[src/rtl/sba_pkg.sv]
package sba_pkg;

  typedef enum logic [1:0] {
    ST_IDLE = 2'd0,
    ST_XFER = 2'd1,
    ST_GAP  = 2'd2
  } sba_state_e;

  localparam int unsigned BURST_CODE_W = 2;
  localparam int unsigned MAX_BEATS    = 16;
  localparam int unsigned BEAT_CNT_W   = $clog2(MAX_BEATS + 1);

  function automatic logic [BEAT_CNT_W-1:0] beats_of(input logic [BURST_CODE_W-1:0] code);
    logic [BEAT_CNT_W-1:0] n;
    case (code)
      2'b00:   n = BEAT_CNT_W'(1);
      2'b01:   n = BEAT_CNT_W'(4);
      2'b10:   n = BEAT_CNT_W'(8);
      default: n = BEAT_CNT_W'(16);
    endcase
    return n;
  endfunction

endpackage

[src/rtl/sba_pick.sv]
module sba_pick #(
  parameter int unsigned N_STREAMS = 4,
  parameter int unsigned PRIO_W    = 2,
  localparam int unsigned IDX_W    = (N_STREAMS > 1) ? $clog2(N_STREAMS) : 1
) (
  input  logic [N_STREAMS-1:0]        req,
  input  logic [N_STREAMS*PRIO_W-1:0] prio,
  output logic [N_STREAMS-1:0]        win_oh,
  output logic [IDX_W-1:0]            win_idx,
  output logic                        any
);

  logic [PRIO_W-1:0] best_prio;

  // Strictly-greater compare keeps the earliest index on a tie.
  always_comb begin
    any       = 1'b0;
    win_idx   = '0;
    best_prio = '0;
    for (int i = 0; i < N_STREAMS; i++) begin
      if (req[i] && (!any || (prio[i*PRIO_W +: PRIO_W] > best_prio))) begin
        any       = 1'b1;
        win_idx   = IDX_W'(i);
        best_prio = prio[i*PRIO_W +: PRIO_W];
      end
    end
  end

  generate
    for (genvar g = 0; g < N_STREAMS; g++) begin : g_oh
      assign win_oh[g] = any && (win_idx == IDX_W'(g));
    end
  endgenerate

endmodule

[src/rtl/sba_beat_cnt.sv]
module sba_beat_cnt #(
  parameter int unsigned CNT_W = 5
) (
  input  logic             clk,
  input  logic             rst_n,
  input  logic             load,
  input  logic             dec,
  input  logic [CNT_W-1:0] len,
  output logic             last
);

  logic [CNT_W-1:0] cnt_q, cnt_d;
  logic             cnt_en;

  always_comb begin
    cnt_en = load || dec;
    cnt_d  = load ? len : (cnt_q - CNT_W'(1));
  end

  always_ff @(posedge clk or negedge rst_n) begin
    if (!rst_n)      cnt_q <= '0;
    else if (cnt_en) cnt_q <= cnt_d;
  end

  assign last = (cnt_q == CNT_W'(1));

endmodule

[src/rtl/stream_bus_arbiter.sv]
module stream_bus_arbiter
  import sba_pkg::*;
#(
  parameter int unsigned N_STREAMS = 4,
  parameter int unsigned PRIO_W    = 2
) (
  input  logic                        clk,
  input  logic                        rst_n,
  input  logic [N_STREAMS-1:0]        stream_req,
  input  logic [N_STREAMS*PRIO_W-1:0] stream_prio,
  input  logic [N_STREAMS*2-1:0]      stream_burst,
  input  logic                        bus_ready,
  output logic [N_STREAMS-1:0]        grant,
  output logic                        bus_busy,
  output logic                        beat_valid,
  output logic                        txn_done
);

  localparam int unsigned IDX_W = (N_STREAMS > 1) ? $clog2(N_STREAMS) : 1;

  sba_state_e             state_q, state_d;
  logic [N_STREAMS-1:0]   grant_q, grant_d;
  logic                   grant_en;
  logic [N_STREAMS-1:0]   win_oh;
  logic [IDX_W-1:0]       win_idx;
  logic                   win_any;
  logic                   can_arb, start, accept, cnt_last, last_beat;
  logic [BURST_CODE_W-1:0] win_code;

  sba_pick #(
    .N_STREAMS(N_STREAMS),
    .PRIO_W   (PRIO_W)
  ) u_pick (
    .req    (stream_req),
    .prio   (stream_prio),
    .win_oh (win_oh),
    .win_idx(win_idx),
    .any    (win_any)
  );

  assign win_code = stream_burst[win_idx*BURST_CODE_W +: BURST_CODE_W];

  sba_beat_cnt #(
    .CNT_W(BEAT_CNT_W)
  ) u_cnt (
    .clk  (clk),
    .rst_n(rst_n),
    .load (start),
    .dec  (accept),
    .len  (beats_of(win_code)),
    .last (cnt_last)
  );

  always_comb begin
    can_arb   = (state_q != ST_XFER);
    start     = can_arb && win_any;
    accept    = (state_q == ST_XFER) && bus_ready;
    last_beat = accept && cnt_last;
  end

  always_comb begin
    state_d = state_q;
    case (state_q)
      ST_IDLE: if (start)     state_d = ST_XFER;
      ST_XFER: if (last_beat) state_d = ST_GAP;
      ST_GAP:  state_d = start ? ST_XFER : ST_IDLE;
      default: state_d = ST_IDLE;
    endcase
  end

  always_comb begin
    grant_en = start || last_beat;
    grant_d  = start ? win_oh : '0;
  end

  always_ff @(posedge clk or negedge rst_n) begin
    if (!rst_n) state_q <= ST_IDLE;
    else        state_q <= state_d;
  end

  always_ff @(posedge clk or negedge rst_n) begin
    if (!rst_n)        grant_q <= '0;
    else if (grant_en) grant_q <= grant_d;
  end

  assign grant      = grant_q;
  assign bus_busy   = (state_q != ST_IDLE);
  assign beat_valid = (state_q == ST_XFER);
  assign txn_done   = last_beat;

endmodule

[config.mk]
export PLATFORM = sky130hd
export DESIGN_NAME = stream_bus_arbiter
export DESIGN_NICKNAME = d
export VERILOG_FILES = /design/src/rtl/sba_pkg.sv /design/src/rtl/sba_pick.sv /design/src/rtl/sba_beat_cnt.sv /design/src/rtl/stream_bus_arbiter.sv
export SDC_FILE = /design/constraint.sdc
export NUM_CORES = 1
export LEC_CHECK = 0
export BUFFER_PORTS_ARGS = -buffer_cell sky130_fd_sc_hd__buf_2
export CAP_MARGIN = 0
export CORE_MARGIN = 10
export CORE_UTILIZATION = 45
export DETAILED_ROUTE_END_ITERATION = 6
export PLACE_DENSITY = 0.72
export SLEW_MARGIN = 15
export SYNTH_ARGS = -nofsm -noshare
export SYNTH_HDL_FRONTEND = slang
export SYNTH_HIERARCHICAL = 1
export SYNTH_SLANG_ARGS = --single-unit
export TNS_END_PERCENT = 5
[constraint.sdc]
create_clock -name clk -period 1.4 [get_ports clk]
set_input_delay 0.07 -clock clk [delete_from_list [all_inputs] [get_ports clk]]
set_output_delay 0.07 -clock clk [all_outputs]
set_load 0.02 [all_outputs]
Word-level counts from Yosys, hierarchy flattened
Cells that the tools add are included.

storage, ports and cells
  input bits = 23
  logic and storage cells = 59
  register bits after elaboration = 11

operators by class
  reductions and logical operators = 23
  shift operators = 1
  muxes and demuxes = 17
  $lt $le $gt $ge = 3
  eq/ne operators = 11
  add/sub/neg operators = 1

operators with widths
  cell                                                                count
  5-bit one-hot mux with 3 select lines                               1
  2-bit 2-to-1 mux                                                    7
  1-bit logical AND                                                   10
  2-bit == test, second input constant                                4
  8-bit by 4-bit indexed part select with 2-bit output                1
  2-bit by 1-bit == test with 1-bit output, second input constant     3
  2-bit > comparator                                                  3
  2-bit zero test                                                     3
  1-bit 2-to-1 mux                                                    6
  2-bit one-hot mux with 3 select lines                               1
  5-bit by 1-bit == test with 1-bit output, second input constant     1
  1-bit logical OR                                                    5
  5-bit 2-to-1 mux                                                    1
  5-bit by 1-bit subtractor with 5-bit output, second input constant  1
  4-bit 2-to-1 mux                                                    1
  2-bit by 1-bit != test with 1-bit output, second input constant     2
  1-bit zero test                                                     3
  2-bit != test, second input constant                                1
  2-bit AND reduction                                                 1
  2-bit nonzero test                                                  1

Longest topological paths before layout
Gate-level depths: netlist (run 1).

  depth after elaboration = 17
  gate-level depth with buffers = 19
  mapped depth without buffers = 19

Modules after synthesis
The synthesis (run 1) kept the hierarchy.

modules (own cells, without submodules)
  module              area each (um^2)  times used  sequential area each (um^2)  cells each
  stream_bus_arbiter  329.1             1           150.1                        35
  sba_pick            302.8             1           0.0                          40
  sba_beat_cnt        300.3             1           125.1                        29

Worst setup path after synthesis (run 1)
OpenSTA, ideal clock, no wires.

  path kind = in2reg
  start = input port stream_prio[0]
  end = register u_cnt.cnt_q[3]
  stages = 18
  setup time = 0.125 ns
  slack = -2.761 ns
  data required time = 1.275 ns
  data arrival time = 4.036 ns
  cell sequence = and2_0 -> ha_1 -> and3_2 -> a211oi_2 -> a32oi_1 -> ha_1 -> nor2b_1 -> a2bb2oi_1 -> o21a_1 -> mux2_2 -> ha_1 -> nor2b_1 -> a2bb2oi_1 -> o21ai_0 -> o21ai_0 -> mux4_2 -> nor2b_1 -> mux2_2

between the ends
  longest elaborated chain between the ends = 17
  elaborated cells between the ends (all ways) = 28

ends and longest elaborated chain
  element                                                       line                      RTL
  start: declaration                                            stream_bus_arbiter.sv:10  input logic [N_STREAMS*PRIO_W-1:0] stream_prio,
  2-bit 2-to-1 mux (*)                                          sba_pick.sv:21            if (req[i] && (!any || (prio[i*PRIO_W +: PRIO_W] > best_prio))) begin
  2-bit > comparator                                            sba_pick.sv:21
  1-bit logical OR                                              sba_pick.sv:21
  1-bit logical AND                                             sba_pick.sv:21
  2-bit 2-to-1 mux / 1-bit 2-to-1 mux (equally long branches)   sba_pick.sv:21
  2-bit > comparator / 1-bit zero test (equally long branches)  sba_pick.sv:21
  1-bit logical OR                                              sba_pick.sv:21
  1-bit logical AND                                             sba_pick.sv:21
  [... 2 more ...]                                              --
  1-bit logical OR                                              sba_pick.sv:21
  1-bit logical AND                                             sba_pick.sv:21
  2-bit 2-to-1 mux (*)                                          sba_pick.sv:21
  via win_idx[0]                                                stream_bus_arbiter.sv:25  logic [IDX_W-1:0] win_idx;
  8-bit by 4-bit indexed part select with 2-bit output (*)      stream_bus_arbiter.sv:41  assign win_code = stream_burst[win_idx*BURST_CODE_W +: BURST_CODE_W];
  2-bit == test (tied with other cells)                         sba_pkg.sv:15             case (code)
  5-bit one-hot mux with 3 select lines (*)                     sba_pkg.sv:15
  5-bit 2-to-1 mux (*)                                          sba_beat_cnt.sv:17        cnt_d = load ? len : (cnt_q - CNT_W'(1));
  end signal: assignment                                        sba_beat_cnt.sv:22        else if (cnt_en) cnt_q <= cnt_d;
  end: declaration                                              sba_beat_cnt.sv:12        logic [CNT_W-1:0] cnt_q, cnt_d;

Mark *: on every way through the listed nets, which the timed path passes. The rest lies on a longest branch.
A chain may end at the register's enable or synchronous reset.

Final worst setup path (run 1)
Same ends and word-level chain as after synthesis.

==> out/metrics.yaml, run 1 <==
outcome: "finished with violations"
violations: "setup timing"
synth_top_cell_area_share_pct: 29.5
cts.htree.levels: 1
grt_pass1_wl_um: 4400
synthSimpleGateAreaFrac_pct: 25.5
cts_sinks: 11
fin_area_mm2: 0.00155
core_area_mm2: 0.00196
pwr-share-clk_pct: 9.1
antenna_found_initial: 0
drc: 0
die_h_um: 65.5
ys_warn_count: 6
busiest_layer: "met2"
yosys_most_used_dff: "dfrtp_1"
pwr-share-seq_pct: 24.7
fmax_ghz: 0.264
dpl.cell_count: 186
ant_nets: 0
synthCells: 104
criticalPathCategory: "in2reg"
finalCritPeriodShare_pct: 271
power_w: 0.00228
rows: 16
ir_worst_vdd_mv: 0.785
place_ws_ps: -2780
insertion_delay_ps: 260
cts_root_buf: "clkbuf_4"
netSwitchingPower_w: 0.000935
fin_ws_ps: -2390
layout.nets: 197
totalWireLength_um: 2620
start_util_pct: 47.5
rsz0062_at_grt: "true"
grt_max_degree: 12
internal_power_w: 0.00135
die_x_um: 65.5
grt-ovfl-total: 0
hold_viol_final: 0
drive_above_1_share_pct: 57.0
cpPeakStageDelay_ps: 560
cts_tree: "done"
synth_edf_count: 0
finalCriticalPeriod_ps: 3790
io_buffer_count: 29
cts_buffer_depth: 2
globalplace.congestion: 0.781
synth_area_um2: 932
yosysTopAreaCell: "dfrtp_1"
numCtsBuffers: 3
n_antenna_cell: 0
switching_share_pct: 40.9
ys_seq_area_share_pct: 29.5
gr-usage-all-layers_pct: 12.4
clk_pin_slew_ps: 70
crit_chain: "buf_6, and2_4, ha_4, nand2b_4, a221o_1, a32oi_2, ha_1, nor2b_1, a2bb2oi_1, o21a_2, mux2_4, ha_4, nor2b_4, a2bb2oi_2, o21ai_2, o21ai_2, mux4_2, nor2b_4, mux2_4"
drv_slew: 0
dr.pass1.iters: 4
ios: 30
crit_path_start_kind: "primary input"
grtUsageMet2_pct: 22.2
grt_use_met1_pct: 13.3
synthXorXnorAreaFrac_pct: 3.76
synth_fa_ha_area_share_pct: 10.7
dpl_cell_area_mm2: 0.00138
wl_per_cell_um: 13.6
leakagePower_nw: 0.766
worstHoldPathType: "in2async"
avgViaCountPerCell: 4.97
synth_top_family_by_area: "simple AND/OR/NAND/NOR gates"
die-area_mm2: 0.00429
grt.met3_usage_pct: 3.90
finalSetupViolCount: 9
synthToLayoutAreaGrowth_pct: 66.2
powerDensity_mw_per_mm2: 1470
syn_area_per_cell_um2: 8.96
synth_compound_area_share_pct: 16.0
num_vias: 954
worst_path_max_delay_cell: "mux4_2"
yosysUniqueCellTypes: 34
most-common-layout-cells: "buf_4, buf_2, inv_1, nand2_1, dfrtp_1"
critPathCaptureType: "flop"
required_ps: 1540
layout.cells.most_common: "buf_4"
synthArstFlopShare_pct: 100
first_global_vias: 1047
combPwrFrac_pct: 66.2
cap_viol_max_count: 0
muxShareOfSynthArea_pct: 8.46
hpwl_um: 2180
drt_iter0_drc: 24
synth_area_leaders: "dfrtp_1, ha_1, o21ai_0"
fill_cells: 138
finClkSkew_ps: 2.81
layout.cells.non_filler: 192
path_max_fanout: 3
cp.arrival_ps: 3930
syn-num-nets: 135
synth_seq_cells: 11
[critical path: cells and delay by family]
family	cells	cell delay [ps]
buf+inv	1	90
simple gates	5	700
fa+ha+maj	3	690
mux	3	1120
compound gates	7	1260
[what timing repair did]
item | in CTS | in global routing
gates resized for setup | 26 | 4
hold endpoints to repair | 11 | 0
buffers inserted | 1 | 0
pin swaps | 18 | 0
gates cloned | 0 | 0
hold buffers | 1 | 0
endpoints found under the setup margin | 11 | 12
[state kept, by name (all words and copies together), names as in the netlist]
register / cells
grant: 4
u_cnt/cnt_q: 5
state_q: 2
[per-stage QoR]
stage	setup TNS (ps)	hold WS, ps	util, %
finish	-16540	201	79.0
detailed placement	-20300	-54.7	70.3
floorplan	-16800	-226	-
global route	-17910	222	79.0
CTS	-16560	207	77.9
global placement	-19220	-60.0	70.3
[cell type report]
| cell class | count | area, um^2 | share of cell area, % |
|---|---|---|---|
| tap | 27 | 33.8 | 2.18 |
| sequential | 11 | 275 | 17.8 |
| timing repair buffer | 58 | 384 | 24.8 |
| multi-input combinational | 79 | 781 | 50.4 |
| clock buffer | 4 | 26.3 | 1.70 |
| inverter | 13 | 48.8 | 3.15 |
[Yosys cell counts, types with 2 or more instances]
master     count
inv_1         13
nand2_1       12
dfrtp_1       11
o21ai_0       11
ha_1           8
nor2b_1        5
nand3_1        4
and2_1         3
mux2_2         3
nand2b_1       3
nor2_1         3
a2111oi_0      2
a2bb2oi_1      2
mux4_2         2
xnor2_1        2
xor2_1         2
[final timing paths]
| kind | cells after the start | startpoint | slack, ps | endpoint |
|---|---|---|---|---|
| setup / recovery | 19 | stream_prio[0] | -2390 | u_cnt/cnt_q[3] |
| hold / removal | 2 | rst_n | 200 | grant[2] |
| setup reg to reg | 6 | state_q[1] | -80 | u_cnt/cnt_q[3] |
| hold reg to reg | 2 | grant[3] | 520 | grant[3] |
| max in group asynchronous | 2 | rst_n | 1000 | u_cnt/cnt_q[4] |
| min in group clk | 5 | stream_req[3] | 270 | grant[0] |
[power groups by stage]
stage | clock network [W] | registers [W] | logic, W
6_report | 0.000209 | 0.000563 | 0.00151
5_1_grt | 0.000218 | 0.000583 | 0.00166
4_1_cts | 0.000208 | 0.000564 | 0.00148
3_5_place_dp | 0 | 0.000548 | 0.00136
3_3_place_gp | 0 | 0.000537 | 0.00131
2_1_floorplan | 0 | 0.000644 | 0.000678
[cells by family (layout without fill, tap and decap cells)]
logic type / count (synthesis) / count (layout)
and+or+nand+nor: 39 / 39
AOI/OAI and AO/OA: 22 / 22
buffers and inverters: 14 / 75
DFF: 11 / 11
adders and majority gates: 8 / 8
muxes: 5 / 5
xor gates and xnor gates: 4 / 4
other: 1 / 1
[layer usage]
metal  wire (um)  share of wire (%)  vias to the layer above
met3         192                7.3                        2
li1            -                  -                      486
met2        1350                 52                       29
met1        1040                 40                      437
met5           0                  0                        -
met4          30                1.1                        0
Power figures use the tool's default switching activity.
==> run 2, diff against run 1 <==
SKIP_CTS_REPAIR_TIMING = 1   (was default)
==> out/metrics.yaml, run 2 (same netlist as run 1, synthesis figures left out) <==
wl_per_cell_um: 13.6  # about the same
ir_worst_vdd_mv: 0.839  # was 0.785 mV
regArea_um2: 275  # unchanged
die_h_um: 65.5  # unchanged
violations: "setup timing"  # unchanged
start_util_pct: 47.5  # unchanged
required_ps: 1540  # about the same
finalSetupViolCount: 9  # unchanged
largest_reg_flops: 5  # unchanged
finalCriticalPeriod_ps: 3800  # was 3790 ps
globalplace.congestion: 0.781  # unchanged
worstHoldPathType: "in2async"  # unchanged
dr.pass1.iters: 4  # unchanged
grt_pass1_wl_um: 4130  # was 4400 um
rows: 16  # unchanged
rsz0062_at_grt: "true"  # unchanged
gr-usage-all-layers_pct: 11.6  # was 12.4%
regMostFlops: "u_cnt/cnt_q"  # unchanged
numCtsBuffers: 3  # unchanged
criticalPathCategory: "in2reg"  # unchanged
core_area_mm2: 0.00196  # unchanged
fmax_ghz: 0.263  # was 0.264 GHz
synthToLayoutAreaGrowth_pct: 65.5  # was 66.2%
fin_area_mm2: 0.00154  # was 0.00155 mm^2
avgViaCountPerCell: 4.90  # was 4.97
worst_path_max_delay_cell: "mux4_2"  # unchanged
layout.cells.most_common: "buf_4"  # unchanged
hpwl_um: 2180  # unchanged
num_vias: 940  # was 954
ios: 30  # unchanged
most-common-layout-cells: "buf_4, buf_2, inv_1, nand2_1, dfrtp_1"  # unchanged
cts_tree: "done"  # unchanged
place_ws_ps: -2780  # unchanged
grt-ovfl-total: 0  # unchanged
grt_max_degree: 12  # unchanged
fin_util_pct: 78.6  # was 79.0%
first_global_vias: 985  # was 1047
ant_nets: 0  # unchanged
leakagePower_nw: 0.770  # was 0.766 nW
layout.nets: 197  # unchanged
r2r_slack_ps: -70  # was -80 ps
antenna_found_initial: 0  # unchanged
drt_iter0_drc: 23  # was 24
powerDensity_mw_per_mm2: 1470  # about the same
crit_chain: "buf_2, nand2_2, ha_4, nand2b_4, a221o_1, a32oi_2, ha_1, nor2b_4, a2bb2oi_2, o21a_2, mux2_4, ha_4, nor2b_4, a2bb2oi_2, o21ai_2, o21ai_2, mux4_2, nor2b_4, mux2_4"  # was buf_6, and2_4, ha_4, nand2b_4, a221o_1, a32oi_2, ha_1, nor2b_1, a2bb2oi_1, o21a_2, mux2_4, ha_4, nor2b_4, a2bb2oi_2, o21ai_2, o21ai_2, mux4_2, nor2b_4, mux2_4
outcome: "finished with violations"  # unchanged
drive_above_1_share_pct: 57.0  # unchanged
hold_viol_final: 0  # unchanged
fin_ws_ps: -2400  # was -2390 ps
cts_root_buf: "clkbuf_4"  # unchanged
multi_input_area_um2: 781  # unchanged
cpPeakStageDelay_ps: 560  # about the same
critPathMostFrequentCell: "nor2b_4"
cp.arrival_ps: 3940  # was 3930 ps
cts_sinks: 11  # unchanged
totalWireLength_um: 2610  # was 2620 um
hold_slack_ps: 205  # was 201 ps
path_max_fanout: 3  # unchanged
dpl_cell_area_mm2: 0.00138  # unchanged
dpl.cell_count: 186  # unchanged
die-area_mm2: 0.00429  # unchanged
critPathCaptureType: "flop"  # unchanged
clk_pin_slew_ps: 60  # was 70 ps
crit_path_start_kind: "primary input"  # unchanged
finalCritPeriodShare_pct: 271  # about the same
insertion_delay_ps: 260  # about the same
drc: 0  # unchanged
die_x_um: 65.5  # unchanged
io_buffer_count: 29  # unchanged
cap_viol_max_count: 0  # unchanged
cts_buffer_depth: 2  # unchanged
finClkSkew_ps: 0.648  # was 2.81 ps
n_antenna_cell: 0  # unchanged
fill_cells: 145  # was 138
drv_slew: 0  # unchanged
cts.htree.levels: 1  # unchanged
layout.cells.non_filler: 192  # unchanged
==> run 2: area by class of cell <==
| type | count | area share (%) |
|---|---|---|
| clock buffers | 4 | 1.70 |
| multi-input cells | 79 | 50.6 |
| inverters | 13 | 3.16 |
| well taps | 27 | 2.19 |
| flip-flops and latches | 11 | 17.8 |
| repair buffers | 58 | 24.5 |
==> run 2: per-layer routing <==
layer | up-vias | part of all wire, % | track usage [%]
met3 | 2 | 6.8 | 3.73
met2 | 29 | 51 | 20.5
met4 | 0 | 1.2 | 4.01
met1 | 420 | 41 | 12.8
li1 | 489 | - | -
met5 | - | 0 | 0
==> run 2: through the flow <==
stage | setup TNS (ps) | total power (W)
CTS | -18330 | 0.00212
global route | -18100 | 0.00246
global placement | -19220 | 0.00185
detailed placement | -20300 | 0.00191
finish | -16540 | 0.00227
floorplan | -16800 | 0.00132
==> run 2: report_power, final <==
group / internal (W) / leakage [nW] / switching (W)
registers: 0.000464 / 0.138 / 0.0000983
clock network: 0.000110 / 0.0150 / 0.0000940
logic: 0.000781 / 0.617 / 0.000726
total: 0.00135 / 0.770 / 0.000919
==> run 2: final timing paths <==
kind                                 from             end  depth (start not counted)
max in group asynchronous           rst_n  u_cnt/cnt_q[4]                          2
hold reg to reg                  grant[3]        grant[3]                          2
setup reg to reg               state_q[1]  u_cnt/cnt_q[3]                          6
setup / recovery           stream_prio[1]  u_cnt/cnt_q[3]                         19
min in group clk            stream_req[3]        grant[1]                          5
hold / removal                      rst_n        grant[2]                          2
==> run 2: worst max-delay path, delay by kind of cell <==
kind	cells	cell delay [ps]
AND/OR/NAND/NOR	5	520
AO/OA/AOI/OAI	7	1250
multiplexers	3	1120
buffers and inverters	1	110
adder cells (fa/ha/maj)	3	840
